<file path="config.mk">
export PLATFORM = sky130hd
export DESIGN_NAME = snoop_coh_ctrl
export DESIGN_NICKNAME = d
export VERILOG_FILES = /design/src/rtl/coh_pkg.sv /design/src/rtl/coh_tag_store.sv /design/src/rtl/coh_snoop_unit.sv /design/src/rtl/coh_proc_ctrl.sv /design/src/rtl/snoop_coh_ctrl.sv
export SDC_FILE = /design/constraint.sdc
export NUM_CORES = 1
export LEC_CHECK = 0
export CAP_MARGIN = 30
export CORE_MARGIN = 2
export CORE_UTILIZATION = 60
export DETAILED_ROUTE_END_ITERATION = 8
export HOLD_SLACK_MARGIN = 0.15
export PLACE_DENSITY_LB_ADDON = 0.12
export SLEW_MARGIN = 20
export SYNTH_ARGS = -nofsm -noshare
export SYNTH_HDL_FRONTEND = slang
export SYNTH_SLANG_ARGS = --single-unit
</file>
<file path="constraint.sdc">
create_clock -name clk -period 10.13 [get_ports clk]
set_input_delay 2.026 -clock clk [delete_from_list [all_inputs] [get_ports clk]]
set_output_delay 2.026 -clock clk [all_outputs]
set_load 0.02 [all_outputs]
</file>
<file path="src/rtl/coh_pkg.sv">
package coh_pkg;

  typedef enum logic [1:0] {
    LN_INV = 2'd0,
    LN_VAL = 2'd1,
    LN_DRT = 2'd2
  } line_st_e;

  typedef enum logic {
    PS_IDLE = 1'b0,
    PS_FILL = 1'b1
  } proc_st_e;

  function automatic line_st_e line_state(input logic vld, input logic any_dirty);
    if (!vld)           return LN_INV;
    else if (any_dirty) return LN_DRT;
    else                return LN_VAL;
  endfunction

endpackage

</file>
<file path="src/rtl/coh_tag_store.sv">
module coh_tag_store #(
  parameter int SETS  = 16,
  parameter int IDX_W = 4,
  parameter int TAG_W = 8,
  parameter int LW    = 4
) (
  input  logic             clk,
  input  logic             rst,
  input  logic [IDX_W-1:0] p_idx,
  output logic             p_vld,
  output logic [TAG_W-1:0] p_tag,
  output logic [LW-1:0]    p_db,
  input  logic [IDX_W-1:0] s_idx,
  output logic             s_vld,
  output logic [TAG_W-1:0] s_tag,
  output logic [LW-1:0]    s_db,
  input  logic             wr_en,
  input  logic [IDX_W-1:0] wr_idx,
  input  logic [TAG_W-1:0] wr_tag,
  input  logic [LW-1:0]    wr_db,
  input  logic             inv_en,
  input  logic [IDX_W-1:0] inv_idx
);

  logic [TAG_W-1:0] tag_mem [SETS];
  logic [LW-1:0]    db_mem  [SETS];
  logic [SETS-1:0]  vld_q;

  // tag and dirty arrays: one write port, no reset (RAM friendly)
  always_ff @(posedge clk) begin
    if (wr_en) begin
      tag_mem[wr_idx] <= wr_tag;
      db_mem[wr_idx]  <= wr_db;
    end
  end

  // valid bits: install wins over a same-cycle snoop invalidation
  always_ff @(posedge clk) begin
    if (rst) begin
      vld_q <= '0;
    end else begin
      if (inv_en) vld_q[inv_idx] <= 1'b0;
      if (wr_en)  vld_q[wr_idx]  <= 1'b1;
    end
  end

  assign p_vld = vld_q[p_idx];
  assign p_tag = tag_mem[p_idx];
  assign p_db  = db_mem[p_idx];
  assign s_vld = vld_q[s_idx];
  assign s_tag = tag_mem[s_idx];
  assign s_db  = db_mem[s_idx];

endmodule

</file>
<file path="src/rtl/coh_snoop_unit.sv">
module coh_snoop_unit #(
  parameter int LINE_W = 12,
  parameter int IDX_W  = 4,
  parameter int TAG_W  = 8,
  parameter int LW     = 4
) (
  input  logic              clk,
  input  logic              rst,
  input  logic              snp_req_i,
  input  logic              snp_snoopable_i,
  input  logic              snp_wr_i,
  input  logic              snp_mark_inv_i,
  input  logic [LINE_W-1:0] snp_line_i,
  input  logic              s_vld,
  input  logic [TAG_W-1:0]  s_tag,
  input  logic [LW-1:0]     s_db,
  output logic              snp_active,
  output logic              inv_en,
  output logic              inhibit_o,
  output logic              source_o,
  output logic [LINE_W-1:0] src_line_o,
  output logic [LW-1:0]     src_lw_o
);
  import coh_pkg::*;

  logic     rd_hit;
  line_st_e s_state;

  assign snp_active = snp_req_i && snp_snoopable_i;
  assign s_state    = line_state(s_vld && (s_tag == snp_line_i[LINE_W-1:IDX_W]), |s_db);
  assign rd_hit     = snp_active && !snp_wr_i && (s_state != LN_INV);
  assign inv_en     = rd_hit && snp_mark_inv_i;

  always_ff @(posedge clk) begin
    if (rst) begin
      inhibit_o  <= 1'b0;
      source_o   <= 1'b0;
      src_line_o <= '0;
      src_lw_o   <= '0;
    end else begin
      inhibit_o  <= rd_hit && (s_state == LN_DRT);
      source_o   <= rd_hit && (s_state == LN_DRT);
      src_line_o <= snp_line_i;
      src_lw_o   <= (rd_hit && (s_state == LN_DRT)) ? s_db : '0;
    end
  end

endmodule

</file>
<file path="src/rtl/coh_proc_ctrl.sv">
module coh_proc_ctrl #(
  parameter int LINE_W = 12,
  parameter int IDX_W  = 4,
  parameter int TAG_W  = 8,
  parameter int LW     = 4
) (
  input  logic              clk,
  input  logic              rst,
  input  logic              proc_req_i,
  input  logic              proc_wr_i,
  input  logic              proc_cb_i,
  input  logic [LINE_W-1:0] proc_line_i,
  input  logic [LW-1:0]     proc_lw_i,
  input  logic              snp_active,
  input  logic              fill_ack_i,
  input  logic              p_vld,
  input  logic [TAG_W-1:0]  p_tag,
  input  logic [LW-1:0]     p_db,
  output logic              ready_o,
  output logic              done_o,
  output logic              fill_req_o,
  output logic [LINE_W-1:0] pend_line_o,
  output logic              mem_wr_o,
  output logic [LW-1:0]     pend_lw_o,
  output logic              wt_err_o,
  output logic              wr_en,
  output logic [IDX_W-1:0]  wr_idx,
  output logic [TAG_W-1:0]  wr_tag,
  output logic [LW-1:0]     wr_db
);
  import coh_pkg::*;

  proc_st_e          st_q;
  logic              pend_wr_q;
  logic              accept, hit;

  assign ready_o = (st_q == PS_IDLE) && !snp_active;
  assign accept  = ready_o && proc_req_i;
  assign hit     = p_vld && (p_tag == proc_line_i[LINE_W-1:IDX_W]);

  // tag store write: copyback hit merge, or fill install
  always_comb begin
    wr_en  = 1'b0;
    wr_idx = proc_line_i[IDX_W-1:0];
    wr_tag = proc_line_i[LINE_W-1:IDX_W];
    wr_db  = p_db | proc_lw_i;
    if (st_q == PS_FILL) begin
      wr_en  = fill_ack_i;
      wr_idx = pend_line_o[IDX_W-1:0];
      wr_tag = pend_line_o[LINE_W-1:IDX_W];
      wr_db  = pend_wr_q ? pend_lw_o : '0;
    end else if (accept && proc_wr_i && proc_cb_i && hit) begin
      wr_en  = 1'b1;
    end
  end

  always_ff @(posedge clk) begin
    if (rst) begin
      st_q        <= PS_IDLE;
      pend_wr_q   <= 1'b0;
      pend_line_o <= '0;
      pend_lw_o   <= '0;
      fill_req_o  <= 1'b0;
      done_o      <= 1'b0;
      mem_wr_o    <= 1'b0;
      wt_err_o    <= 1'b0;
    end else begin
      done_o   <= 1'b0;
      mem_wr_o <= 1'b0;
      wt_err_o <= 1'b0;
      case (st_q)
        PS_IDLE: begin
          if (accept) begin
            pend_line_o <= proc_line_i;
            pend_lw_o   <= proc_lw_i;
            pend_wr_q   <= proc_wr_i;
            if (proc_wr_i && !proc_cb_i) begin
              mem_wr_o <= 1'b1;
              done_o   <= 1'b1;
              wt_err_o <= hit && (|p_db);
            end else if (hit) begin
              done_o <= 1'b1;
            end else begin
              fill_req_o <= 1'b1;
              st_q       <= PS_FILL;
            end
          end
        end
        PS_FILL: begin
          if (fill_ack_i) begin
            fill_req_o <= 1'b0;
            done_o     <= 1'b1;
            st_q       <= PS_IDLE;
          end
        end
        default: st_q <= PS_IDLE;
      endcase
    end
  end

endmodule

</file>
<file path="src/rtl/snoop_coh_ctrl.sv">
module snoop_coh_ctrl #(
  parameter int ADDR_W  = 16,
  parameter int SETS    = 16,
  parameter int LW      = 4,
  parameter int LW_BYTES = 4,
  localparam int OFF_W  = $clog2(LW * LW_BYTES),
  localparam int LINE_W = ADDR_W - OFF_W,
  localparam int IDX_W  = $clog2(SETS),
  localparam int TAG_W  = LINE_W - IDX_W
) (
  input  logic              clk,
  input  logic              rst,
  input  logic              proc_req_i,
  input  logic              proc_wr_i,
  input  logic              proc_cb_i,
  input  logic [LINE_W-1:0] proc_line_i,
  input  logic [LW-1:0]     proc_lw_i,
  output logic              proc_ready_o,
  output logic              proc_done_o,
  output logic              fill_req_o,
  output logic [LINE_W-1:0] fill_line_o,
  input  logic              fill_ack_i,
  output logic              mem_wr_o,
  output logic [LINE_W-1:0] mem_wr_line_o,
  output logic [LW-1:0]     mem_wr_lw_o,
  output logic              wt_err_o,
  input  logic              snp_req_i,
  input  logic              snp_snoopable_i,
  input  logic              snp_wr_i,
  input  logic              snp_mark_inv_i,
  input  logic [LINE_W-1:0] snp_line_i,
  output logic              snp_inhibit_o,
  output logic              snp_source_o,
  output logic [LINE_W-1:0] snp_src_line_o,
  output logic [LW-1:0]     snp_src_lw_o
);

  logic             p_vld, s_vld, snp_active;
  logic [TAG_W-1:0] p_tag, s_tag;
  logic [LW-1:0]    p_db, s_db;
  logic             wr_en, inv_en;
  logic [IDX_W-1:0] wr_idx;
  logic [TAG_W-1:0] wr_tag;
  logic [LW-1:0]    wr_db;
  logic [LINE_W-1:0] pend_line;
  logic [LW-1:0]     pend_lw;

  coh_tag_store #(.SETS(SETS), .IDX_W(IDX_W), .TAG_W(TAG_W), .LW(LW)) u_tags (
    .clk     (clk),
    .rst     (rst),
    .p_idx   (proc_line_i[IDX_W-1:0]),
    .p_vld   (p_vld),
    .p_tag   (p_tag),
    .p_db    (p_db),
    .s_idx   (snp_line_i[IDX_W-1:0]),
    .s_vld   (s_vld),
    .s_tag   (s_tag),
    .s_db    (s_db),
    .wr_en   (wr_en),
    .wr_idx  (wr_idx),
    .wr_tag  (wr_tag),
    .wr_db   (wr_db),
    .inv_en  (inv_en),
    .inv_idx (snp_line_i[IDX_W-1:0])
  );

  coh_snoop_unit #(.LINE_W(LINE_W), .IDX_W(IDX_W), .TAG_W(TAG_W), .LW(LW)) u_snoop (
    .clk             (clk),
    .rst             (rst),
    .snp_req_i       (snp_req_i),
    .snp_snoopable_i (snp_snoopable_i),
    .snp_wr_i        (snp_wr_i),
    .snp_mark_inv_i  (snp_mark_inv_i),
    .snp_line_i      (snp_line_i),
    .s_vld           (s_vld),
    .s_tag           (s_tag),
    .s_db            (s_db),
    .snp_active      (snp_active),
    .inv_en          (inv_en),
    .inhibit_o       (snp_inhibit_o),
    .source_o        (snp_source_o),
    .src_line_o      (snp_src_line_o),
    .src_lw_o        (snp_src_lw_o)
  );

  coh_proc_ctrl #(.LINE_W(LINE_W), .IDX_W(IDX_W), .TAG_W(TAG_W), .LW(LW)) u_proc (
    .clk         (clk),
    .rst         (rst),
    .proc_req_i  (proc_req_i),
    .proc_wr_i   (proc_wr_i),
    .proc_cb_i   (proc_cb_i),
    .proc_line_i (proc_line_i),
    .proc_lw_i   (proc_lw_i),
    .snp_active  (snp_active),
    .fill_ack_i  (fill_ack_i),
    .p_vld       (p_vld),
    .p_tag       (p_tag),
    .p_db        (p_db),
    .ready_o     (proc_ready_o),
    .done_o      (proc_done_o),
    .fill_req_o  (fill_req_o),
    .pend_line_o (pend_line),
    .mem_wr_o    (mem_wr_o),
    .pend_lw_o   (pend_lw),
    .wt_err_o    (wt_err_o),
    .wr_en       (wr_en),
    .wr_idx      (wr_idx),
    .wr_tag      (wr_tag),
    .wr_db       (wr_db)
  );

  assign fill_line_o   = pend_line;
  assign mem_wr_line_o = pend_line;
  assign mem_wr_lw_o   = pend_lw;

endmodule

</file>
==> impl_metrics.yaml, run 1 <==
global_routing:
  grt_pass1_wl_mm: 50.3
  grt_pass1_vias: 7852
  grt_overflow: 0
  track_usage_pct: 32.2
  antenna_found_initial: 0
  grt_max_degree: 44
synth:
  synthFlopType: "edfxtp_1"
  synth_top_family_by_area: "multiplexers"
  avgSynthCellArea_um2: 14.8
  synth_area_um2: 12000
  synth_largest_area_cell: "edfxtp_1"
  synth-compound-area-share_pct: 7.12
  synth_top_area_share_pct: 48.2
  ys_seq_area_share_pct: 57.4
  synth_area_leaders: "edfxtp_1 (48%), mux4_2 (17%), dfxtp_1 (9.2%)"
  yosys-mux-area-fraction_pct: 23.0
  synth_adder_area_share_pct: 0
  ys_seq_elements: 247
  synthSimpleGateAreaFrac_pct: 7.80
  synth_xor_area_share_pct: 1.39
  ys_warn_count: 0
  synthArstFlopShare_pct: 0
  synth.distinct_cells: 54
  synth-edff-count: 192
  synth_nets: 846
  synthCells: 808
final_layout:
  seq_area_um2: 6870
  n_fill_cell: 1294
  nNetsFinal: 915
  multi_input_area_um2: 4720
  num_antenna_cells: 0
  syn2layout_area_growth_pct: 15.8
  final_layout_size_suffix_gt1_share_pct: 21.1
clock_network:
  cts_tree: "done"
  root_buffer: "clkbuf_16"
  clk_path_buf_depth: 3
  htreeDepth: 1
  clock_sinks: 247
  path_clk_slew_ps: 60
  ctsHoldBuffers: 0
  cts_resized: 0
  numCtsBuffers: 25
  clk_latency_ps: 540
  post_cts_buffers: 0
setup_path:
  crit_type: "input pin to register"
  path_cells: "buf_2 > buf_4 > mux4_2 > a22oi_1 > nand3_1 > xor2_1 > nor4_2 > a32oi_2 > buf_4 > nor2_1 > buf_4"
  crit_path_start_kind: "input pin"
  slowest_stage: "buf_4"
  critPathMaxFanout: 36
  rr_worst_depth: 8
  critPathRequiredTime_ps: 10370
  critPathBufInv: 4
  rrSetupSlack_ps: 6310
  cp-end-kind: "register"
  path_delay_family: "buffers and inverters"
  reg2reg_from: "u_tags.tag_mem[3][4]$_DFFE_PP_"
  path_common_cell: "buf_4"
  cpPeakStageDelay_ps: 630
  cp_data_arrival_time_ps: 6200
  reg2reg_to: "u_tags.db_mem[2][3]$_DFFE_PP_"
power:
  total_power_w: 0.00232
  p_leak_nw: 4.56
  peakVddDrop_uv: 143
  power_density_nw_per_um2: 167
sta:
  max_freq_ghz: 0.168
  final_max_slew_viol_count: 0
  hold_viol_final: 0
  fin_crit_ps: 5960
  rsz0062_at_grt: "no"
  maxSlewHeadroom_pct: 29.6
  tns_ps: 0
  period_share_pct: 58.9
  finClkSkew_ps: 16.2
  finalSetupViolations: 0
  tightest_slew_ps: 1050
floorplan:
  die_y_um: 145
  start_util_pct: 61.3
  core_um2: 19500
  die_area_um2: 21100
  die_x_um: 145
  rows: 51
  io_pins: 89
placed_design:
  port_buffers: 88
  finalWeightedCongestion: 0.877
  dpl.hpwl_mm: 23.4
hold_path:
  hold_depth: 2
  min_to: "u_proc.pend_line_o[10]$_SDFFE_PP0P_"
  holdCritStartpoint: "u_proc.pend_line_o[10]$_SDFFE_PP0P_"
  hp-class: "register to register"
run:
  max_cap_viol_count: 0
drt:
  wl_per_cell_um: 29.3
  first_pass_iters: 6
  route.detailed.drc: 0
  detail-route-antenna-nets: 0
  vias: 8075
  wl_mm: 34.0
  drt_iter0_drc: 1008
  via_per_inst: 6.96
status:
  status: "finished clean"
## layer usage
metal | routed length, um | vias to the layer above | track usage [%]
li1 | - | 3339 | -
met1 | 13200 | 4059 | 47.1
met2 | 15000 | 626 | 46.8
met3 | 5180 | 51 | 12.2
met4 | 608 | 0 | 6.91
met5 | 0 | - | 0
## Yosys cell counts (6+ instances only)
library cell / instances
nor2_1: 22
o21ai_0: 11
o32ai_1: 17
dfxtp_1: 55
nand3_1: 11
mux2i_1: 56
a221oi_1: 6
mux4_2: 90
nor2b_1: 22
clkbuf_1: 19
buf_2: 23
nand2b_1: 6
a21oi_1: 22
and3_1: 7
nand2_1: 85
nand3b_1: 7
buf_1: 12
a211oi_1: 21
edfxtp_1: 192
mux2_2: 15
xor2_1: 15
buf_4: 18
a22oi_1: 10
## placed cells by master, fill, tap and decap left out, types with 7 or more instances in the layout
master	netlist	layout
mux4_2	90	90
a22oi_1	10	10
a211oi_1	21	21
o32ai_1	17	17
nand3_1	11	11
nand3b_1	7	7
nand2_1	85	85
dfxtp_1	55	55
xor2_1	15	15
mux2i_1	56	56
buf_4	18	19
edfxtp_1	192	192
nor2_1	22	17
a21oi_1	22	22
and3_1	7	7
o21ai_0	11	10
clkbuf_16	0	27
nor2b_1	22	22
clkdlybuf4s50_1	0	81
mux2_2	15	15
buf_2	23	10
## per-stage QoR
step | instance area, um^2 | worst slack (ps) | hold slack, ps | std cells | utilization [%]
2_1_floorplan | 12000 | 5070 | 446 | 808 | -
3_3_place_gp | 12800 | 3700 | 458 | 1097 | 65.7
3_5_place_dp | 12900 | 3450 | 467 | 1106 | 66.1
4_1_cts | 13800 | 3980 | 478 | 1152 | 70.4
5_1_grt | 13900 | 3890 | 500 | 1161 | 71.0
6_report | 13900 | 4170 | 484 | 1161 | 71.0
## worst max-delay path by stage
stage,startpoint,to,slack (ps),cells past startpoint
global placement,proc_line_i[0],u_tags.db_mem[0][0]$_DFFE_PP_,3700,10
finish,proc_line_i[0],u_tags.db_mem[2][3]$_DFFE_PP_,4170,11
floorplan,proc_line_i[1],u_tags.db_mem[10][0]$_DFFE_PP_,5070,11
CTS,proc_line_i[0],u_tags.tag_mem[0][3]$_DFFE_PP_,3980,10
detailed placement,proc_line_i[0],u_tags.tag_mem[0][6]$_DFFE_PP_,3450,10
global route,proc_line_i[0],u_tags.db_mem[2][0]$_DFFE_PP_,3890,11
## cell families after synthesis
| family | after synthesis |
|---|---|
| buf+inv | 77 |
| mux | 161 |
| flops | 247 |
| xor+xnor | 19 |
| simple gates | 186 |
| compound gates | 118 |
## worst reg2reg max path, stage by stage, from the launching register on
cell and delay, ps:
edfxtp_1 460, mux4_2 480, mux4_2 510, xor2_1 210
nor4_4 350, a32oi_2 390, buf_4 340, nor2_1 510
buf_4 270
## where the power goes
group          internal (W)  switching (W)
Combinational      0.000102       0.000158
Clock              0.000548       0.000387
Sequential          0.00111     0.00000842
## state kept, by name, indices dropped and copies added (netlist names), 4 cells and up
name,flops
u_proc.pend_line_o,12
u_proc.pend_lw_o,4
u_snoop.src_line_o,12
u_snoop.src_lw_o,4
u_tags.db_mem,64
u_tags.tag_mem,128
u_tags.vld_q,16
## area by class of cell
cell class / instances / area share (%)
multi-input cells: 484 / 34.1
flip-flops and latches: 247 / 49.6
clock buffers: 37 / 5.51
clock inverters: 9 / 0.569
repair buffers: 115 / 7.80
well taps: 265 / 2.39
inverters: 4 / 0.108
Note: power is estimated with default switching activity, not from simulation.
==> run 2, diff against run 1 <==
--- a/config.mk
+++ b/config.mk
@@ -7,7 +7,7 @@
 export LEC_CHECK = 0
 export CAP_MARGIN = 30
 export CORE_MARGIN = 2
-export CORE_UTILIZATION = 60
+export CORE_UTILIZATION = 59
 export DETAILED_ROUTE_END_ITERATION = 8
 export HOLD_SLACK_MARGIN = 0.15
 export PLACE_DENSITY_LB_ADDON = 0.12
==> constraint.sdc (replaced) <==
create_clock -name clk -period 5.9 [get_ports clk]
set_input_delay 1.18 -clock clk [delete_from_list [all_inputs] [get_ports clk]]
set_output_delay 1.18 -clock clk [all_outputs]
set_load 0.02 [all_outputs]
==> run 2 against run 1 <==
  * Hold slack worse by 15 ps
  * Largest power group unchanged
  * Wire length up 4.9%
  * Clock skew down 6.0 ps
  * Sequential share of layout area down 0.30 points
  * Critical endpoint is now u_tags.tag_mem[15][2]$_DFFE_PP_
  * Critical path type unchanged
  * First-iteration DRC count up 33%
  * Combinational power up 71%
==> impl_metrics.yaml, run 2 (synthesis gave the netlist of run 1 again) <==
floorplan:
  die_area_um2: 21400
  die_y_um: 146
  core_um2: 20000
  io_pins: 89
  rows: 52
  start_util_pct: 59.7
  die_x_um: 146
setup_path:
  crit_type: "input pin to register"
  reg2reg_to: "u_tags.tag_mem[15][2]$_DFFE_PP_"
  critPathRequiredTime_ps: 6150
  critPathBufInv: 4
  path_common_cell: "buf_4"
  cpPeakStageDelay_ps: 650
  cp_data_arrival_time_ps: 4780
  path_cells: "buf_2 > buf_4 > mux4_2 > a22oi_1 > nand3_1 > xor2_1 > nor4_2 > a32oi_2 > buf_6 > nor2_1 > buf_4"
  rr_worst_depth: 9
  reg2reg_from: "u_tags.tag_mem[6][7]$_DFFE_PP_"
  path_delay_family: "buffers and inverters"
  cp-end-kind: "register"
  crit_cells: 11
  critPathMaxFanout: 27
  rrSetupSlack_ps: 2380
  slowest_stage: "buf_2"
  crit_path_start_kind: "input pin"
sta:
  period_share_pct: 76.8
  rsz0062_at_grt: "no"
  fin_crit_ps: 4530
  finClkSkew_ps: 10.2
  hold_viol_final: 0
  tightest_slew_ps: 1010
  maxSlewHeadroom_pct: 32.0
  finalSetupViolations: 0
  tns_ps: 0
  max_freq_ghz: 0.221
  final_max_slew_viol_count: 0
final_layout:
  final_layout_size_suffix_gt1_share_pct: 22.1
  nNetsFinal: 935
  largest_reg_flops: 128
  final_cell_mix: "edfxtp_1 (192), mux4_2 (90), nand2_1 (85)"
  top_regs: "u_tags.tag_mem x128, u_tags.db_mem x64, u_tags.vld_q x16"
  top_register: "u_tags.tag_mem"
  layout_commonest_cell: "edfxtp_1"
  num_antenna_cells: 0
  fin_area_um2: 13900
  syn2layout_area_growth_pct: 16.5
hold_path:
  hp-class: "register to register"
  hold_depth: 2
  holdCritStartpoint: "u_proc.fill_req_o$_SDFFE_PP0P_"
  min_to: "u_proc.fill_req_o$_SDFFE_PP0P_"
drt:
  route.detailed.drc: 0
  drt_iter0_drc: 1342
  via_per_inst: 7.05
  vias: 8349
  wl_mm: 35.7
  first_pass_iters: 5
  wl_per_cell_um: 30.1
  detail-route-antenna-nets: 0
global_routing:
  grt_max_degree: 39
  grtUsageMet2_pct: 51.5
  grt.busiest_layer: "met2"
  grt_pass1_wl_mm: 53.5
  grt_pass1_vias: 8130
  grt_overflow: 0
  track_usage_pct: 34.0
  antenna_found_initial: 0
  use_met3_pct: 8.66
  grt.met1_usage_pct: 49.6
placed_design:
  finalWeightedCongestion: 1.00
  port_buffers: 88
  placed_cell_area_um2: 13100
  dpl.hpwl_mm: 25.6
power:
  power_density_nw_per_um2: 280
  p_leak_nw: 4.65
  peakVddDrop_uv: 217
run:
  max_cap_viol_count: 0
clock_network:
  htreeDepth: 1
  path_clk_slew_ps: 60
  root_buffer: "clkbuf_16"
  clock_sinks: 247
  post_cts_buffers: 0
  clk_path_buf_depth: 3
  clk_latency_ps: 540
  cts_resized: 0
  ctsHoldBuffers: 0
  cts_tree: "done"
  numCtsBuffers: 25
status:
  status: "finished clean"
[run 2: layout make-up]
| type | count | area, um^2 |
|---|---|---|
| clock buffer | 31 | 678 |
| clock inverter | 14 | 111 |
| fill | 1383 | 6100 |
| inverter | 4 | 15.0 |
| multi-input combinational | 484 | 4710 |
| sequential | 247 | 6870 |
| tap | 270 | 338 |
| timing repair buffer | 135 | 1220 |
[run 2: how the worst max path moves through the flow]
stage / from / endpoint / slack, ps
after floorplan: proc_line_i[1] / u_tags.db_mem[10][0]$_DFFE_PP_ / 1690
after global routing: proc_line_i[0] / u_tags.tag_mem[15][5]$_DFFE_PP_ / 1130
after CTS: proc_line_i[1] / u_tags.tag_mem[15][2]$_DFFE_PP_ / 1380
final: proc_line_i[1] / u_tags.tag_mem[15][2]$_DFFE_PP_ / 1370
after global placement: proc_line_i[1] / u_tags.db_mem[15][0]$_DFFE_PP_ / 640
after detailed placement: proc_line_i[1] / u_tags.db_mem[15][0]$_DFFE_PP_ / 830
[run 2: metrics by stage]
step	utilization (%)	power [W]	std cells	setup WS [ps]	hold slack [ps]
finish	69.6	0.00391	1185	1370	468
global route	69.6	0.00402	1185	1130	501
CTS	69.5	0.00391	1182	1380	471
detailed placement	65.5	0.00240	1137	833	460
global placement	65.2	0.00239	1133	639	451
floorplan	-	0.00224	808	1690	446
[run 2: worst reg2reg max path, cell delays in order (launching register included)]
cell	delay [ps]
edfxtp_1	490
mux4_2	510
or4b_1	480
nand2_1	80
nor4_1	80
nor4_4	390
a32oi_2	420
buf_6	300
nor2_1	240
buf_4	220
[run 2: power by group]
part | switching (W) | internal, W
registers | 0.0000156 | 0.00191
clock network | 0.000669 | 0.000865
logic | 0.000270 | 0.000178
[run 2: routing by layer]
layer,part of all wire (%),vias up
met5,0,-
met4,2.8,0
met3,13,86
met2,47,664
met1,38,4216
li1,-,3383
==> run 3, diff against run 2 <==
--- a/config.mk
+++ b/config.mk
@@ -7,7 +7,7 @@
 export LEC_CHECK = 0
 export CAP_MARGIN = 30
 export CORE_MARGIN = 2
-export CORE_UTILIZATION = 59
+export CORE_UTILIZATION = 53
 export DETAILED_ROUTE_END_ITERATION = 8
 export HOLD_SLACK_MARGIN = 0.15
 export PLACE_DENSITY_LB_ADDON = 0.12
==> constraint.sdc (replaced) <==
create_clock -name clk -period 3.7 [get_ports clk]
set_input_delay 0.74 -clock clk [delete_from_list [all_inputs] [get_ports clk]]
set_output_delay 0.74 -clock clk [all_outputs]
set_load 0.02 [all_outputs]
==> run 3 against run 2 <==
  * Sequential cell count did not move
  * Clock skew rose by 7.1 ps
  * Clock power rose by 77%
  * Count of clock-buffer cells in the layout rose by 7
  * Via count fell by 1.6%
  * Non-clock buffer count rose by 30
  * Register-to-register slack got worse by 1900 ps
  * Global-route usage fell by 3.2 points
  * Final area rose by 3.1%
  * Sequential share of layout area fell by 1.5 points
  * Die area rose by 11%
==> impl_metrics.yaml, run 3 (synthesis gave the netlist of run 1 again) <==
status:
  status: "finished clean"
setup_path:
  rrSetupSlack_ps: 460
  reg2reg_to: "u_tags.db_mem[15][0]$_DFFE_PP_"
  reg2reg_from: "u_tags.tag_mem[12][4]$_DFFE_PP_"
  cp-end-kind: "register"
  crit_path_start_kind: "input pin"
  cp_data_arrival_time_ps: 3660
  critPathRequiredTime_ps: 3940
  critPathMaxFanout: 17
  crit_type: "input pin to register"
  rr_worst_depth: 8
sta:
  finClkSkew_ps: 17.4
  finalSetupViolations: 0
  maxSlewHeadroom_pct: 45.0
  max_freq_ghz: 0.292
  final_max_slew_viol_count: 0
  period_share_pct: 92.5
  hold_viol_final: 0
  rsz0062_at_grt: "no"
  fin_crit_ps: 3420
  tightest_slew_ps: 821
placed_design:
  port_buffers: 88
  dp_cells: 1180
  dpl.hpwl_mm: 26.6
  finalWeightedCongestion: 0.953
run:
  max_cap_viol_count: 0
drt:
  detail-route-antenna-nets: 0
  via_per_inst: 6.69
  drt_iter0_drc: 904
  vias: 8217
  route.detailed.drc: 0
  first_pass_iters: 5
  wl_per_cell_um: 29.6
  wl_mm: 36.4
final_layout:
  top_register: "u_tags.tag_mem"
  syn2layout_area_growth_pct: 20.1
  n_fill_cell: 1551
  final_cell_mix: "edfxtp_1 (192), mux4_2 (90), nand2_1 (85)"
  nNetsFinal: 966
  layout_commonest_cell: "edfxtp_1"
  largest_reg_flops: 128
  num_antenna_cells: 0
  layout.cells.non_filler: 1228
  final_util_pct: 65.2
  top_regs: "u_tags.tag_mem x128, u_tags.db_mem x64, u_tags.vld_q x16"
  final_layout_size_suffix_gt1_share_pct: 25.6
global_routing:
  grt_overflow: 0
  grt_pass1_vias: 8050
  grt_pass1_wl_mm: 53.2
  antenna_found_initial: 0
  track_usage_pct: 30.7
  grt_max_degree: 37
floorplan:
  die_area_um2: 23800
  start_util_pct: 54.3
  die_x_um: 154
  io_pins: 89
  die_y_um: 154
  core_um2: 22000
  rows: 54
clock_network:
  htreeDepth: 1
  post_cts_buffers: 0
  numCtsBuffers: 26
  ctsHoldBuffers: 0
  cts_tree: "done"
  cts_resized: 0
  clock_sinks: 247
  path_clk_slew_ps: 60
  clk_latency_ps: 530
  root_buffer: "clkbuf_16"
  clk_path_buf_depth: 3
power:
  power_density_nw_per_um2: 456
  p_sw_w: 0.00154
  internal_power_w: 0.00501
  total_power_w: 0.00655
  swShare_pct: 23.5
  combPwrFrac_pct: 11.6
  pwr-share-clk_pct: 41.4
  peakVddDrop_uv: 390
  seq_power_share_pct: 47.0
  p_leak_nw: 4.87
hold_path:
  hold_depth: 2
  holdCritStartpoint: "u_proc.fill_req_o$_SDFFE_PP0P_"
  min_to: "u_proc.fill_req_o$_SDFFE_PP0P_"
  hp-class: "register to register"
-- run 3: cell count changes in the layout (fill, tap and decap cells not counted), sizes merged --
cell,before,now
buf,54,85
bufinv,1,3
clkbuf,32,38
clkinv,10,7
inv,7,4
-- run 3: power by group through the flow --
stage          combinational [W]  clock (W)  sequential, W
2_1_floorplan           0.000417          0        0.00315
3_3_place_gp            0.000735          0        0.00313
3_5_place_dp            0.000750          0        0.00313
4_1_cts                 0.000754    0.00274        0.00307
5_1_grt                 0.000800    0.00283        0.00308
6_report                0.000761    0.00271        0.00307
-- run 3: how the worst max path moves through the flow --
stage	start	to	slack, ps	depth (start not counted)
floorplan	proc_line_i[1]	u_tags.db_mem[10][0]$_DFFE_PP_	-70	11
global placement	proc_line_i[0]	u_tags.db_mem[12][0]$_DFFE_PP_	-90	12
detailed placement	proc_line_i[0]	u_tags.db_mem[12][0]$_DFFE_PP_	-290	12
CTS	proc_line_i[0]	u_tags.tag_mem[12][6]$_DFFE_PP_	290	12
global route	proc_line_i[0]	u_tags.db_mem[12][3]$_DFFE_PP_	150	12
finish	proc_line_i[0]	u_tags.db_mem[15][0]$_DFFE_PP_	280	12
-- run 3: worst max-delay path, cell delays in order --
cell       delay [ps]
buf_2             280
buf_12            220
buf_4             320
nand2_1           170
a2bb2oi_1         200
a211oi_1          290
nor4_1            130
nor4_4            490
a32oi_2           220
buf_12            190
nor2_1            170
buf_4             200
-- run 3: layer usage --
layer | track usage (%) | share of wire, %
met1 | 45.1 | 41
met3 | 8.52 | 13
met4 | 7.67 | 2.4
met5 | 0 | 0
met2 | 46.0 | 44
-- run 3: area by class of cell --
type	count	area, um^2	area share (%)
clock inverter	10	131	0.914
multi-input combinational	484	4730	32.9
sequential	247	6870	47.8
inverter	4	15.0	0.105
tap	280	350	2.44
clock buffer	38	767	5.34
timing repair buffer	165	1510	10.5
-- run 3: through the flow --
step,hold WS (ps),instance area (um^2),setup WS (ps),setup TNS [ps]
after detailed placement,455,13500,-291,-46040
after floorplan,446,12000,-74.9,-8990
final,457,14400,276,0
after global placement,449,13500,-86.1,-6200
after CTS,463,14400,290,0
after global routing,500,14400,146,0
